## src/rtl/pic_init_pkg.sv

```systemverilog
package pic_init_pkg;
  typedef enum logic [2:0] {
    S_WAIT_START,
    S_WAIT_W2,
    S_WAIT_W3,
    S_WAIT_W4,
    S_READY
  } seq_state_e;

  typedef struct packed {
    logic cmd_wr;
    logic dat_wr;
    logic cmd_rd;
    logic dat_rd;
  } acc_t;

  localparam int unsigned BYTE_W = 8;
  localparam int unsigned IDX_W  = 3;
endpackage

```

## src/rtl/pic_addr_dec.sv

```systemverilog
module pic_addr_dec
  import pic_init_pkg::*;
#(
  parameter int unsigned ADDR_W = 16,
  parameter logic [ADDR_W-1:0] BASE = '0
) (
  input  logic              wr_i,
  input  logic              rd_i,
  input  logic [ADDR_W-1:0] addr_i,
  output acc_t              acc_o
);
  logic hit;

  // pair of addresses: bit 0 chooses command or data
  assign hit = (addr_i[ADDR_W-1:1] == BASE[ADDR_W-1:1]);

  always_comb begin
    acc_o        = '0;
    acc_o.cmd_wr = wr_i & hit & ~addr_i[0];
    acc_o.dat_wr = wr_i & hit &  addr_i[0];
    acc_o.cmd_rd = rd_i & ~wr_i & hit & ~addr_i[0];
    acc_o.dat_rd = rd_i & ~wr_i & hit &  addr_i[0];
  end
endmodule

```

## src/rtl/pic_icw_fsm.sv

```systemverilog
module pic_icw_fsm
  import pic_init_pkg::*;
(
  input  logic              clk_i,
  input  logic              rst_ni,
  input  logic              cmd_wr_i,
  input  logic              dat_wr_i,
  input  logic [BYTE_W-1:0] wdata_i,
  output logic              ready_o,
  output logic              start_o,
  output logic              ocw1_o,
  output logic              ocw2_o,
  output logic              ocw3_o,
  output logic [BYTE_W-1:0] icw1_o,
  output logic [BYTE_W-1:0] icw2_o,
  output logic [BYTE_W-1:0] icw3_o,
  output logic [BYTE_W-1:0] icw4_o,
  output logic [IDX_W-1:0]  slave_id_o
);
  seq_state_e state_q;
  logic       is_ready;

  assign is_ready = (state_q == S_READY);
  assign ready_o  = is_ready;
  assign start_o  = cmd_wr_i & wdata_i[4];
  assign ocw1_o   = dat_wr_i & is_ready;
  assign ocw2_o   = cmd_wr_i & ~wdata_i[4] & ~wdata_i[3] & is_ready;
  assign ocw3_o   = cmd_wr_i & ~wdata_i[4] &  wdata_i[3] & is_ready;

  always_ff @(posedge clk_i or negedge rst_ni) begin
    if (!rst_ni) begin
      state_q    <= S_WAIT_START;
      icw1_o     <= '0;
      icw2_o     <= '0;
      icw3_o     <= '0;
      icw4_o     <= '0;
      slave_id_o <= '1;
    end else if (start_o) begin
      state_q    <= S_WAIT_W2;
      icw1_o     <= wdata_i;
      slave_id_o <= '1;
    end else if (dat_wr_i) begin
      unique case (state_q)
        S_WAIT_W2: begin
          icw2_o  <= wdata_i;
          state_q <= S_WAIT_W3;
        end
        S_WAIT_W3: begin
          icw3_o     <= wdata_i;
          slave_id_o <= wdata_i[IDX_W-1:0];
          state_q    <= S_WAIT_W4;
        end
        S_WAIT_W4: begin
          icw4_o  <= wdata_i;
          state_q <= S_READY;
        end
        default: state_q <= state_q;
      endcase
    end
  end

  a_r2_restart: assert property (@(posedge clk_i) disable iff (!rst_ni)
    start_o |=> (state_q == S_WAIT_W2));
  a_r4_ready_after_w4: assert property (@(posedge clk_i) disable iff (!rst_ni)
    $rose(is_ready) |-> $past(state_q == S_WAIT_W4 && dat_wr_i));
  a_r7_slave_reset: assert property (@(posedge clk_i) disable iff (!rst_ni)
    start_o |=> (slave_id_o == 3'd7));
  a_r3_icw2_hold: assert property (@(posedge clk_i) disable iff (!rst_ni)
    (state_q != S_WAIT_W2) |=> $stable(icw2_o));
endmodule

```

## src/rtl/pic_ocw_regs.sv

```systemverilog
module pic_ocw_regs
  import pic_init_pkg::*;
(
  input  logic              clk_i,
  input  logic              rst_ni,
  input  logic              start_i,
  input  logic              ocw1_i,
  input  logic              ocw2_i,
  input  logic              ocw3_i,
  input  logic [BYTE_W-1:0] wdata_i,
  output logic [BYTE_W-1:0] mask_o,
  output logic [IDX_W-1:0]  prio_low_o,
  output logic              smm_o,
  output logic              rd_isr_o
);
  logic [1:0] unused_bits;
  assign unused_bits = wdata_i[4:3];

  always_ff @(posedge clk_i or negedge rst_ni) begin
    if (!rst_ni) begin
      mask_o     <= '0;
      prio_low_o <= '1;
      smm_o      <= 1'b0;
      rd_isr_o   <= 1'b0;
    end else if (start_i) begin
      mask_o     <= '0;
      prio_low_o <= '1;
      smm_o      <= 1'b0;
      rd_isr_o   <= 1'b0;
    end else begin
      if (ocw1_i) mask_o <= wdata_i;
      if (ocw2_i && wdata_i[7:5] == 3'b110) prio_low_o <= wdata_i[IDX_W-1:0];
      if (ocw3_i) begin
        if (wdata_i[1]) rd_isr_o <= wdata_i[0];
        if (wdata_i[6]) smm_o    <= wdata_i[5];
      end
    end
  end

  a_r5_mask_clear: assert property (@(posedge clk_i) disable iff (!rst_ni)
    start_i |=> (mask_o == '0));
  a_r6_prio_reset: assert property (@(posedge clk_i) disable iff (!rst_ni)
    start_i |=> (prio_low_o == 3'd7));
  a_r8_read_sel_reset: assert property (@(posedge clk_i) disable iff (!rst_ni)
    start_i |=> (!smm_o && !rd_isr_o));
  a_r9_mask_source: assert property (@(posedge clk_i) disable iff (!rst_ni)
    !$stable(mask_o) |-> $past(ocw1_i || start_i));
  a_r10_prio_source: assert property (@(posedge clk_i) disable iff (!rst_ni)
    !$stable(prio_low_o) |-> $past(ocw2_i || start_i));
endmodule

```

## src/rtl/pic_init_front.sv

```systemverilog
module pic_init_front
  import pic_init_pkg::*;
#(
  parameter int unsigned ADDR_W = 16,
  parameter int unsigned NCTL   = 2,
  parameter logic [NCTL*ADDR_W-1:0] BASES = {16'h00A0, 16'h0020}
) (
  input  logic                   clk_i,
  input  logic                   rst_ni,
  input  logic                   io_wr_i,
  input  logic                   io_rd_i,
  input  logic [ADDR_W-1:0]      io_addr_i,
  input  logic [BYTE_W-1:0]      io_wdata_i,
  output logic [BYTE_W-1:0]      io_rdata_o,
  input  logic [NCTL*BYTE_W-1:0] irr_i,
  input  logic [NCTL*BYTE_W-1:0] isr_i,
  output logic [NCTL-1:0]        ready_o,
  output logic [NCTL*BYTE_W-1:0] icw1_o,
  output logic [NCTL*BYTE_W-1:0] icw2_o,
  output logic [NCTL*BYTE_W-1:0] icw3_o,
  output logic [NCTL*BYTE_W-1:0] icw4_o,
  output logic [NCTL*BYTE_W-1:0] mask_o,
  output logic [NCTL*IDX_W-1:0]  prio_low_o,
  output logic [NCTL*IDX_W-1:0]  slave_id_o,
  output logic [NCTL-1:0]        smm_o,
  output logic [NCTL-1:0]        rd_isr_o,
  output logic [NCTL-1:0]        ocw2_stb_o
);
  acc_t              acc   [NCTL];
  logic [BYTE_W-1:0] mask_w[NCTL];
  logic [NCTL-1:0]   hit_v;

  for (genvar g = 0; g < NCTL; g++) begin : g_ctl
    logic start, ocw1, ocw2, ocw3;

    pic_addr_dec #(
      .ADDR_W(ADDR_W),
      .BASE  (BASES[g*ADDR_W +: ADDR_W])
    ) u_dec (
      .wr_i  (io_wr_i),
      .rd_i  (io_rd_i),
      .addr_i(io_addr_i),
      .acc_o (acc[g])
    );

    pic_icw_fsm u_fsm (
      .clk_i     (clk_i),
      .rst_ni    (rst_ni),
      .cmd_wr_i  (acc[g].cmd_wr),
      .dat_wr_i  (acc[g].dat_wr),
      .wdata_i   (io_wdata_i),
      .ready_o   (ready_o[g]),
      .start_o   (start),
      .ocw1_o    (ocw1),
      .ocw2_o    (ocw2),
      .ocw3_o    (ocw3),
      .icw1_o    (icw1_o[g*BYTE_W +: BYTE_W]),
      .icw2_o    (icw2_o[g*BYTE_W +: BYTE_W]),
      .icw3_o    (icw3_o[g*BYTE_W +: BYTE_W]),
      .icw4_o    (icw4_o[g*BYTE_W +: BYTE_W]),
      .slave_id_o(slave_id_o[g*IDX_W +: IDX_W])
    );

    pic_ocw_regs u_regs (
      .clk_i     (clk_i),
      .rst_ni    (rst_ni),
      .start_i   (start),
      .ocw1_i    (ocw1),
      .ocw2_i    (ocw2),
      .ocw3_i    (ocw3),
      .wdata_i   (io_wdata_i),
      .mask_o    (mask_w[g]),
      .prio_low_o(prio_low_o[g*IDX_W +: IDX_W]),
      .smm_o     (smm_o[g]),
      .rd_isr_o  (rd_isr_o[g])
    );

    assign mask_o[g*BYTE_W +: BYTE_W] = mask_w[g];
    assign ocw2_stb_o[g] = ocw2;
    assign hit_v[g] = |acc[g];
  end

  always_comb begin
    io_rdata_o = '0;
    for (int i = 0; i < NCTL; i++) begin
      if (acc[i].dat_rd) io_rdata_o |= mask_w[i];
      if (acc[i].cmd_rd)
        io_rdata_o |= rd_isr_o[i] ? isr_i[i*BYTE_W +: BYTE_W]
                                  : irr_i[i*BYTE_W +: BYTE_W];
    end
  end

  a_r1_single_target: assert property (@(posedge clk_i) disable iff (!rst_ni)
    $onehot0(hit_v));
  a_r1_miss_reads_zero: assert property (@(posedge clk_i) disable iff (!rst_ni)
    (io_rd_i && hit_v == '0) |-> (io_rdata_o == '0));
  a_r12_no_ocw_before_ready: assert property (@(posedge clk_i) disable iff (!rst_ni)
    (ocw2_stb_o & ~ready_o) == '0);
endmodule

```

## config.mk

```make
export PLATFORM = sky130hd
export DESIGN_NAME = pic_init_front
export DESIGN_NICKNAME = d
export VERILOG_FILES = /design/src/rtl/pic_init_pkg.sv /design/src/rtl/pic_addr_dec.sv /design/src/rtl/pic_icw_fsm.sv /design/src/rtl/pic_ocw_regs.sv /design/src/rtl/pic_init_front.sv
export SDC_FILE = /design/constraint.sdc
export NUM_CORES = 1
export LEC_CHECK = 0
export BUFFER_PORTS_ARGS = -buffer_cell sky130_fd_sc_hd__buf_4
export CAP_MARGIN = 0
export CORE_ASPECT_RATIO = 0.9
export CORE_MARGIN = 2
export CORE_UTILIZATION = 31
export CTS_BUF_LIST = sky130_fd_sc_hd__clkbuf_16
export CTS_CLUSTER_SIZE = 40
export DETAILED_ROUTE_END_ITERATION = 10
export PLACE_DENSITY = 0.62
export SLEW_MARGIN = 20
export SYNTH_ARGS = -nofsm -noshare
export SYNTH_HDL_FRONTEND = slang
export SYNTH_HIERARCHICAL = 1
export SYNTH_SLANG_ARGS = --single-unit
```

## constraint.sdc

```tcl
create_clock -name clk_i -period 2 [get_ports clk_i]
set_input_delay 0.3 -clock clk_i [delete_from_list [all_inputs] [get_ports clk_i]]
set_output_delay 0.3 -clock clk_i [all_outputs]
set_load 0.01 [all_outputs]
```

==> impl_metrics.sql, run 1 <==
INSERT INTO impl_metrics (metric_group, metric, value, unit) VALUES
('detailed_routing', 'drt-total-wl', '14200', 'um'),
('pwr', 'pwr_density_cell', '569', 'nW/um^2'),
('run', 'drv_cap', '0', ''),
('timing', 'fmax', '0.484', 'GHz'),
('detailed_routing', 'route.vias.total', '3792', ''),
('global_route', 'grt_start_max_net_pins', '47', ''),
('synth', 'ys_seq_area_share', '53.5', '%'),
('worst_setup_path', 'path_cells', 'buf_8, nor4b_4, nand4_4, buf_6, nor4b_4, buf_6, a221o_1, buf_6', ''),
('cts', 'cts_root_buffer', 'clkbuf_16', ''),
('synth', 'netlist_instances', '391', ''),
('cts', 'cts_tree', 'built', ''),
('worst_setup_path', 'most_frequent_cell_on_critical_path', 'buf_6', ''),
('worst_setup_path', 'count_of_buffering_cells_on_the_critical_path_with_inverters_included', '4', ''),
('detailed_routing', 'drt-wirelength-per-cell', '17.9', 'um'),
('synth', 'post-synth-top-area-cell', 'dfrtp_1', ''),
('global_route', 'grt_pass1_vias', '4033', ''),
('worst_setup_path', 'cpPeakStageDelay', '0.34', 'ns'),
('synth', 'yosys_most_used_dff', 'dfrtp_1', ''),
('global_route', 'grt_antenna_before_repair', '0', ''),
('cts', 'worstSkewPairLatency', '0.34', 'ns'),
('worst_setup_path', 'critical-path-slowest-cell', 'nor4b_4', ''),
('worst_setup_path', 'critPathMaxFanout', '8', ''),
('synth', 'top_count_cell_post_synth', 'dfrtp_1', ''),
('timing', 'setup_repair_after_global_routing_missed_its_margin', 'yes', ''),
('placement', 'port_buffers', '167', ''),
('outcome', 'violated_checks', 'negative setup slack', ''),
('worst_setup_path', 'timing.critical_path.required', '1.70', 'ns'),
('worst_setup_path', 'critical_path_class', 'primary input to output pin', ''),
('timing', 'fin_hold_ws', '0.301', 'ns'),
('synth', 'synth.cell_area', '4800', 'sq um'),
('timing', 'fin_worst_skew', '0.00382', 'ns'),
('die', 'rows', '43', ''),
('timing', 'layout_setup_ws', '-0.0677', 'ns'),
('synth', 'synthesis.yosys.warnings', '6', ''),
('cts', 'numCtsBuffers', '9', ''),
('detailed_routing', 'drt_pass1_iterations', '4', ''),
('cells_and_area', 'antennaDiodeCount', '0', ''),
('cells_and_area', 'drive_above_1_share', '55.5', '%'),
('synth', 'netlist_top_cells_area', 'dfrtp_1 (47%), mux2_2 (8.4%), mux2_4 (7.5%)', ''),
('detailed_routing', 'detail_route.drc_violations', '0', ''),
('cts', 'htree_num_levels', '3', ''),
('synth', 'synth-async-reset-ratio', '100', '%'),
('worst_setup_path', 'worst_path_arrival', '1.77', 'ns'),
('die', 'floorplan.die.height', '122', 'um'),
('pwr', 'p_leak', '3.73', 'nW'),
('pwr', 'p_switching', '874', 'uW'),
('detailed_routing', 'drtIter0Drc', '163', ''),
('timing', 'timing.final.hold_violations', '0', ''),
('timing', 'worst_pin_slew', '0.625', 'ns'),
('die', 'core', '15300', 'sq um'),
('pwr', 'irDropWorstVdd', '0.348', 'mV'),
('detailed_routing', 'post_drt_via_cell_ratio', '4.78', ''),
('worst_setup_path', 'cp-end-kind', 'output pin', ''),
('timing', 'setup_tns', '-0.347', 'ns'),
('placement', 'post-dp-hpwl', '10200', 'um'),
('timing', 'report.final.setup_viol', '8', ''),
('pwr', 'p_comb_share', '6.7', '%'),
('pwr', 'share_clk_of_total_power', '41.9', '%'),
('pwr', 'internal-power', '3.14', 'mW'),
('die', 'fp.dieW', '135', 'um'),
('timing', 'final_max_slew_viol_count', '0', ''),
('cts', 'cts_buffer_depth', '2', ''),
('global_route', 'global_route.peak_usage_layer', 'met2', ''),
('global_route', 'global_route.usage.met1', '21.6', '%'),
('detailed_routing', 'drtAntennaViolNets', '0', ''),
('worst_hold_path', 'worstHoldPathType', 'primary input to flop', ''),
('outcome', 'result_of_the_run', 'complete, but fails checks', ''),
('global_route', 'met2_resource_use_gr', '30.5', '%'),
('cells_and_area', 'syn_to_final_growth', '47.0', '%'),
('cts', 'numClockSinks', '102', ''),
('synth', 'list_of_most_frequent_post_synthesis_cells', 'dfrtp_1 (90), nand2_1 (49), mux2_2 (36), nor2_1 (36), mux2i_1 (28)', '');
==> cells in the final DEF (no fill, tap or decap), types with 8 or more instances in the layout <==
| cell type | count |
|---|---|
| dfrtp_1 | 89 |
| buf_6 | 14 |
| a22o_1 | 8 |
| mux2_2 | 36 |
| a221o_1 | 8 |
| dfstp_2 | 12 |
| clkbuf_16 | 9 |
| buf_4 | 189 |
| nand2_1 | 49 |
| mux2_4 | 24 |
| mux2i_1 | 28 |
| nor2_1 | 34 |
==> path summary, 6_finish.rpt <==
kind | start | to | slack [ns] | depth (start not counted)
setup / recovery | io_addr_i[4] | io_rdata_o[2] | -0.07 | 8
hold / removal | io_wdata_i[7] | g_ctl[1].u_fsm/icw1_o[7]$_DFFE_PN0P_ | 0.30 | 3
setup reg to reg | g_ctl[1].u_fsm/state_q[0]$_DFFE_PN0P_ | g_ctl[1].u_regs/prio_low_o[2]$_DFFE_PN1P_ | 0.17 | 6
hold reg to reg | g_ctl[1].u_fsm/icw1_o[3]$_DFFE_PN0P_ | g_ctl[1].u_fsm/icw1_o[3]$_DFFE_PN0P_ | 0.48 | 2
max in group asynchronous | rst_ni | g_ctl[1].u_regs/rd_isr_o$_DFFE_PN0P_ | 0.83 | 3
min in group asynchronous | rst_ni | g_ctl[0].u_fsm/state_q[1]$_DFFE_PN0P_ | 0.53 | 2
==> cells by family (layout without fill, tap and decap cells) <==
logic type | count (synthesis) | in the layout | share of synthesized area (%)
AOI/OAI and AO/OA | 32 | 32 | 5.53
xor gates and xnor gates | 2 | 2 | 0.365
buffers and inverters | 32 | 232 | 3.26
DFF | 102 | 102 | 53.5
muxes | 88 | 88 | 21.8
and+or+nand+nor | 135 | 135 | 15.6
==> worst min-delay path, delay by kind of cell <==
kind | cells | cell delay (ns)
buffers and inverters | 1 | 0.18
and+or+nand+nor | 2 | 0.12
==> registers in the layout, summed over array words and instances (netlist names) <==
name	cells
g_ctl.u_fsm/icw2_o	16
g_ctl.u_fsm/icw4_o	16
g_ctl.u_fsm/icw1_o	16
g_ctl.u_regs/mask_o	16
g_ctl.u_fsm/slave_id_o	6
g_ctl.u_regs/rd_isr_o	2
g_ctl.u_fsm/state_q	6
g_ctl.u_regs/prio_low_o	6
g_ctl.u_fsm/icw3_o	16
g_ctl.u_regs/smm_o	2
==> power groups by stage <==
stage               Combinational, mW  Sequential (mW)  Clock [mW]
finish                          0.268             2.06        1.68
global placement                0.238             2.10           0
CTS                             0.269             2.06        1.74
floorplan                      0.0376             2.10           0
detailed placement              0.246             2.10           0
global route                    0.290             2.06        1.82
==> stage by stage <==
stage | util (%) | power, mW | instances | area [sq um] | worst slack, ns
after detailed placement | 42.8 | 2.35 | 773 | 6530 | -0.357
after CTS | 45.8 | 4.07 | 793 | 7000 | -0.0748
after global placement | 42.8 | 2.34 | 773 | 6530 | -0.278
after floorplan | - | 2.14 | 391 | 4820 | -0.0136
final | 46.2 | 4.01 | 793 | 7050 | -0.0677
after global routing | 46.2 | 4.17 | 793 | 7050 | -0.174
==> metal layers <==
metal / part of all wire [%] / vias up
li1: - / 1765
met1: 42 / 1897
met2: 50 / 115
met3: 6.9 / 15
met4: 1.4 / 0
met5: 0 / -
==> what timing repair did <==
action,in CTS,in global routing
gates cloned,0,0
endpoints found under the setup margin,11,35
pin swaps,16,13
gates resized for setup,27,13
buffers inserted,4,0
endpoints found under the hold margin,20,0
hold buffers,1,0
==> area by class of cell <==
class	instances	area, sq um
Fill cell	1446	8230
Clock inverter	7	57.6
Inverter	6	22.5
Sequential cell	102	2570
Multi-Input combinational cell	257	2240
Clock buffer	9	225
Tap cell	202	253
Timing Repair Buffer	210	1690
(Power assumes the default switching activity.)
==> run 2: changes to the inputs <==
- CORE_UTILIZATION: 31 -> 30
- PLACE_DENSITY: 0.62 -> 0.61
==> impl_metrics.sql, run 2 (synthesis gave the netlist of run 1 again) <==
INSERT INTO impl_metrics (metric_group, metric, value, unit) VALUES
('outcome', 'result_of_the_run', 'complete, but fails checks', ''),
('outcome', 'violated_checks', 'negative setup slack', ''),
('cts', 'worstSkewPairLatency', '0.34', 'ns'),
('pwr', 'p_leak', '3.74', 'nW'),
('worst_setup_path', 'critical_path_class', 'primary input to output pin', ''),
('placement', 'post-dp-hpwl', '10000', 'um'),
('detailed_routing', 'drt-total-wl', '14200', 'um'),
('pwr', 'total_power', '4.17', 'mW'),
('timing', 'setup_repair_after_global_routing_missed_its_margin', 'yes', ''),
('cts', 'numCtsBuffers', '9', ''),
('timing', 'fin_hold_ws', '0.302', 'ns'),
('cells_and_area', 'drive_above_1_share', '55.2', '%'),
('timing', 'layout_setup_ws', '-0.104', 'ns'),
('timing', 'worst_pin_slew', '0.484', 'ns'),
('cells_and_area', 'antennaDiodeCount', '0', ''),
('worst_hold_path', 'worstHoldPathType', 'primary input to flop', ''),
('timing', 'report.final.setup_viol', '10', ''),
('cells_and_area', 'layout.cells.most_common_list', 'buf_4 (188), dfrtp_1 (89), nand2_1 (49)', ''),
('timing', 'fin_worst_skew', '0.00519', 'ns'),
('die', 'rows', '43', ''),
('cells_and_area', 'finalNetCount', '646', ''),
('placement', 'port_buffers', '167', ''),
('worst_setup_path', 'cpPeakStageDelay', '0.30', 'ns'),
('detailed_routing', 'drtAntennaViolNets', '0', ''),
('placement', 'place.gp.congestion', '0.758', ''),
('global_route', 'grt_start_max_net_pins', '38', ''),
('die', 'starting_density_of_the_core', '30.9', '%'),
('timing', 'setup_tns', '-0.838', 'ns'),
('global_route', 'grt_pass1_vias', '3778', ''),
('timing', 'post-route-min-period', '2.10', 'ns'),
('timing', 'timing.final.crit_share', '105', '%'),
('cts', 'worst_setup_hold_path_clk_slew', '0.07', 'ns'),
('worst_setup_path', 'start_kind', 'primary input', ''),
('worst_setup_path', 'critPathMaxFanout', '8', ''),
('detailed_routing', 'route.vias.total', '3785', ''),
('timing', 'final_max_slew_viol_count', '0', ''),
('die', 'fp.dieW', '137', 'um'),
('detailed_routing', 'post_drt_via_cell_ratio', '4.77', ''),
('cts', 'cts_buffer_depth', '2', ''),
('cells_and_area', 'final_common_cell', 'buf_4', ''),
('global_route', 'grt_overflow', '0', ''),
('global_route', 'grt_first_pass_wirelength', '21300', 'um'),
('cts', 'numClockSinks', '102', ''),
('cts', 'htree_num_levels', '3', ''),
('run', 'drv_cap', '0', ''),
('global_route', 'grt_antenna_before_repair', '0', ''),
('placement', 'dp_worst_setup_slack', '-0.356', 'ns'),
('detailed_routing', 'detail_route.drc_violations', '0', ''),
('die', 'design.die.area', '17000', 'sq um'),
('detailed_routing', 'drt-wirelength-per-cell', '17.9', 'um'),
('worst_setup_path', 'timing.critical_path.required', '1.70', 'ns'),
('worst_setup_path', 'cp-end-kind', 'output pin', ''),
('worst_setup_path', 'worst_path_arrival', '1.80', 'ns'),
('cts', 'cts_root_buffer', 'clkbuf_16', ''),
('detailed_routing', 'drtIter0Drc', '103', ''),
('die', 'floorplan.die.height', '124', 'um'),
('pwr', 'irDropWorstVdd', '0.376', 'mV'),
('detailed_routing', 'drt_pass1_iterations', '4', ''),
('die', 'number_of_top_level_design_ports', '168', ''),
('global_route', 'global_route.usage.total', '16.7', '%'),
('cells_and_area', 'final_core_util', '45.6', '%'),
('die', 'core', '15500', 'sq um'),
('pwr', 'pwr_density_cell', '589', 'nW/um^2'),
('timing', 'fmax', '0.475', 'GHz'),
('worst_setup_path', 'path_cells', 'buf_8, nor4b_4, nand4_1, buf_4, nor4b_4, buf_6, a221o_1, buf_6', ''),
('worst_setup_path', 'critical-path-slowest-cell', 'nor4b_4', ''),
('cts', 'cts_tree', 'built', ''),
('cells_and_area', 'syn_to_final_growth', '47.6', '%'),
('timing', 'timing.final.hold_violations', '0', ''),
('timing', 'remaining_max_slew_budget_at_the_tightest_pin', '67.8', '%');
[run 2: cell types whose count changed in the layout (fill, tap and decap cells not counted), moves of 2 or more]
cell        before  now
clkinv_2         4    0
clkinvlp_4       0    3
nor3_1           1    3
nor3_2           3    1
[run 2: worst paths after layout]
kind	start	end	slack, ns	depth (start not counted)
max in group asynchronous	rst_ni	g_ctl[1].u_fsm/slave_id_o[1]$_DFFE_PN1P_	0.90	3
min in group asynchronous	rst_ni	g_ctl[0].u_fsm/icw3_o[5]$_DFFE_PN0P_	0.47	2
max reg2reg	g_ctl[1].u_fsm/state_q[2]$_DFFE_PN0P_	g_ctl[1].u_regs/prio_low_o[2]$_DFFE_PN1P_	0.18	6
min	io_wdata_i[7]	g_ctl[1].u_fsm/icw1_o[7]$_DFFE_PN0P_	0.30	3
max	io_addr_i[4]	io_rdata_o[6]	-0.10	8
min reg2reg	g_ctl[1].u_fsm/icw1_o[4]$_DFFE_PN0P_	g_ctl[1].u_fsm/icw1_o[4]$_DFFE_PN0P_	0.48	1
[run 2: layout make-up]
class                   instances  area [sq um]
inverters                       6          22.5
clock inverters                 7          90.1
well taps                     202           253
fillers                      1403          8460
repair buffers                210          1700
multi-input cells             257          2220
flip-flops and latches        102          2570
clock buffers                   9           225
[run 2: where the power goes]
group	internal, mW	leakage, nW	switching, mW
Sequential	2.06	1.37	0.000247
Combinational	0.127	2.22	0.146
Clock	1.09	0.147	0.748
Total	3.28	3.74	0.894
[run 2: repair_timing]
action / CTS / global route
resized for setup: 32 / 6
pin swaps: 15 / 5
endpoints found under the hold margin: 30 / 0
hold buffers: 1 / 0
buffers inserted: 2 / 4
endpoints found under the setup margin: 12 / 21
[run 2: through the flow]
| step | cells | area (sq um) |
|---|---|---|
| 2_1_floorplan | 391 | 4820 |
| 3_3_place_gp | 770 | 6520 |
| 3_5_place_dp | 770 | 6520 |
| 4_1_cts | 789 | 7030 |
| 5_1_grt | 793 | 7090 |
| 6_report | 793 | 7090 |
[run 2: worst max-delay path, delay by kind of cell]
kind                   cells  cell delay [ns]
buffers and inverters      4             0.58
AOI/OAI and AO/OA          1             0.16
and+or+nand+nor            3             0.75
[run 2: routing by layer]
metal / track usage, % / up-vias / wire [um]
met2: 28.0 / 109 / 6900
li1: - / 1776 / -
met5: 0 / - / 0
met4: 3.35 / 0 / 102
met3: 4.44 / 11 / 916
met1: 21.7 / 1889 / 6280
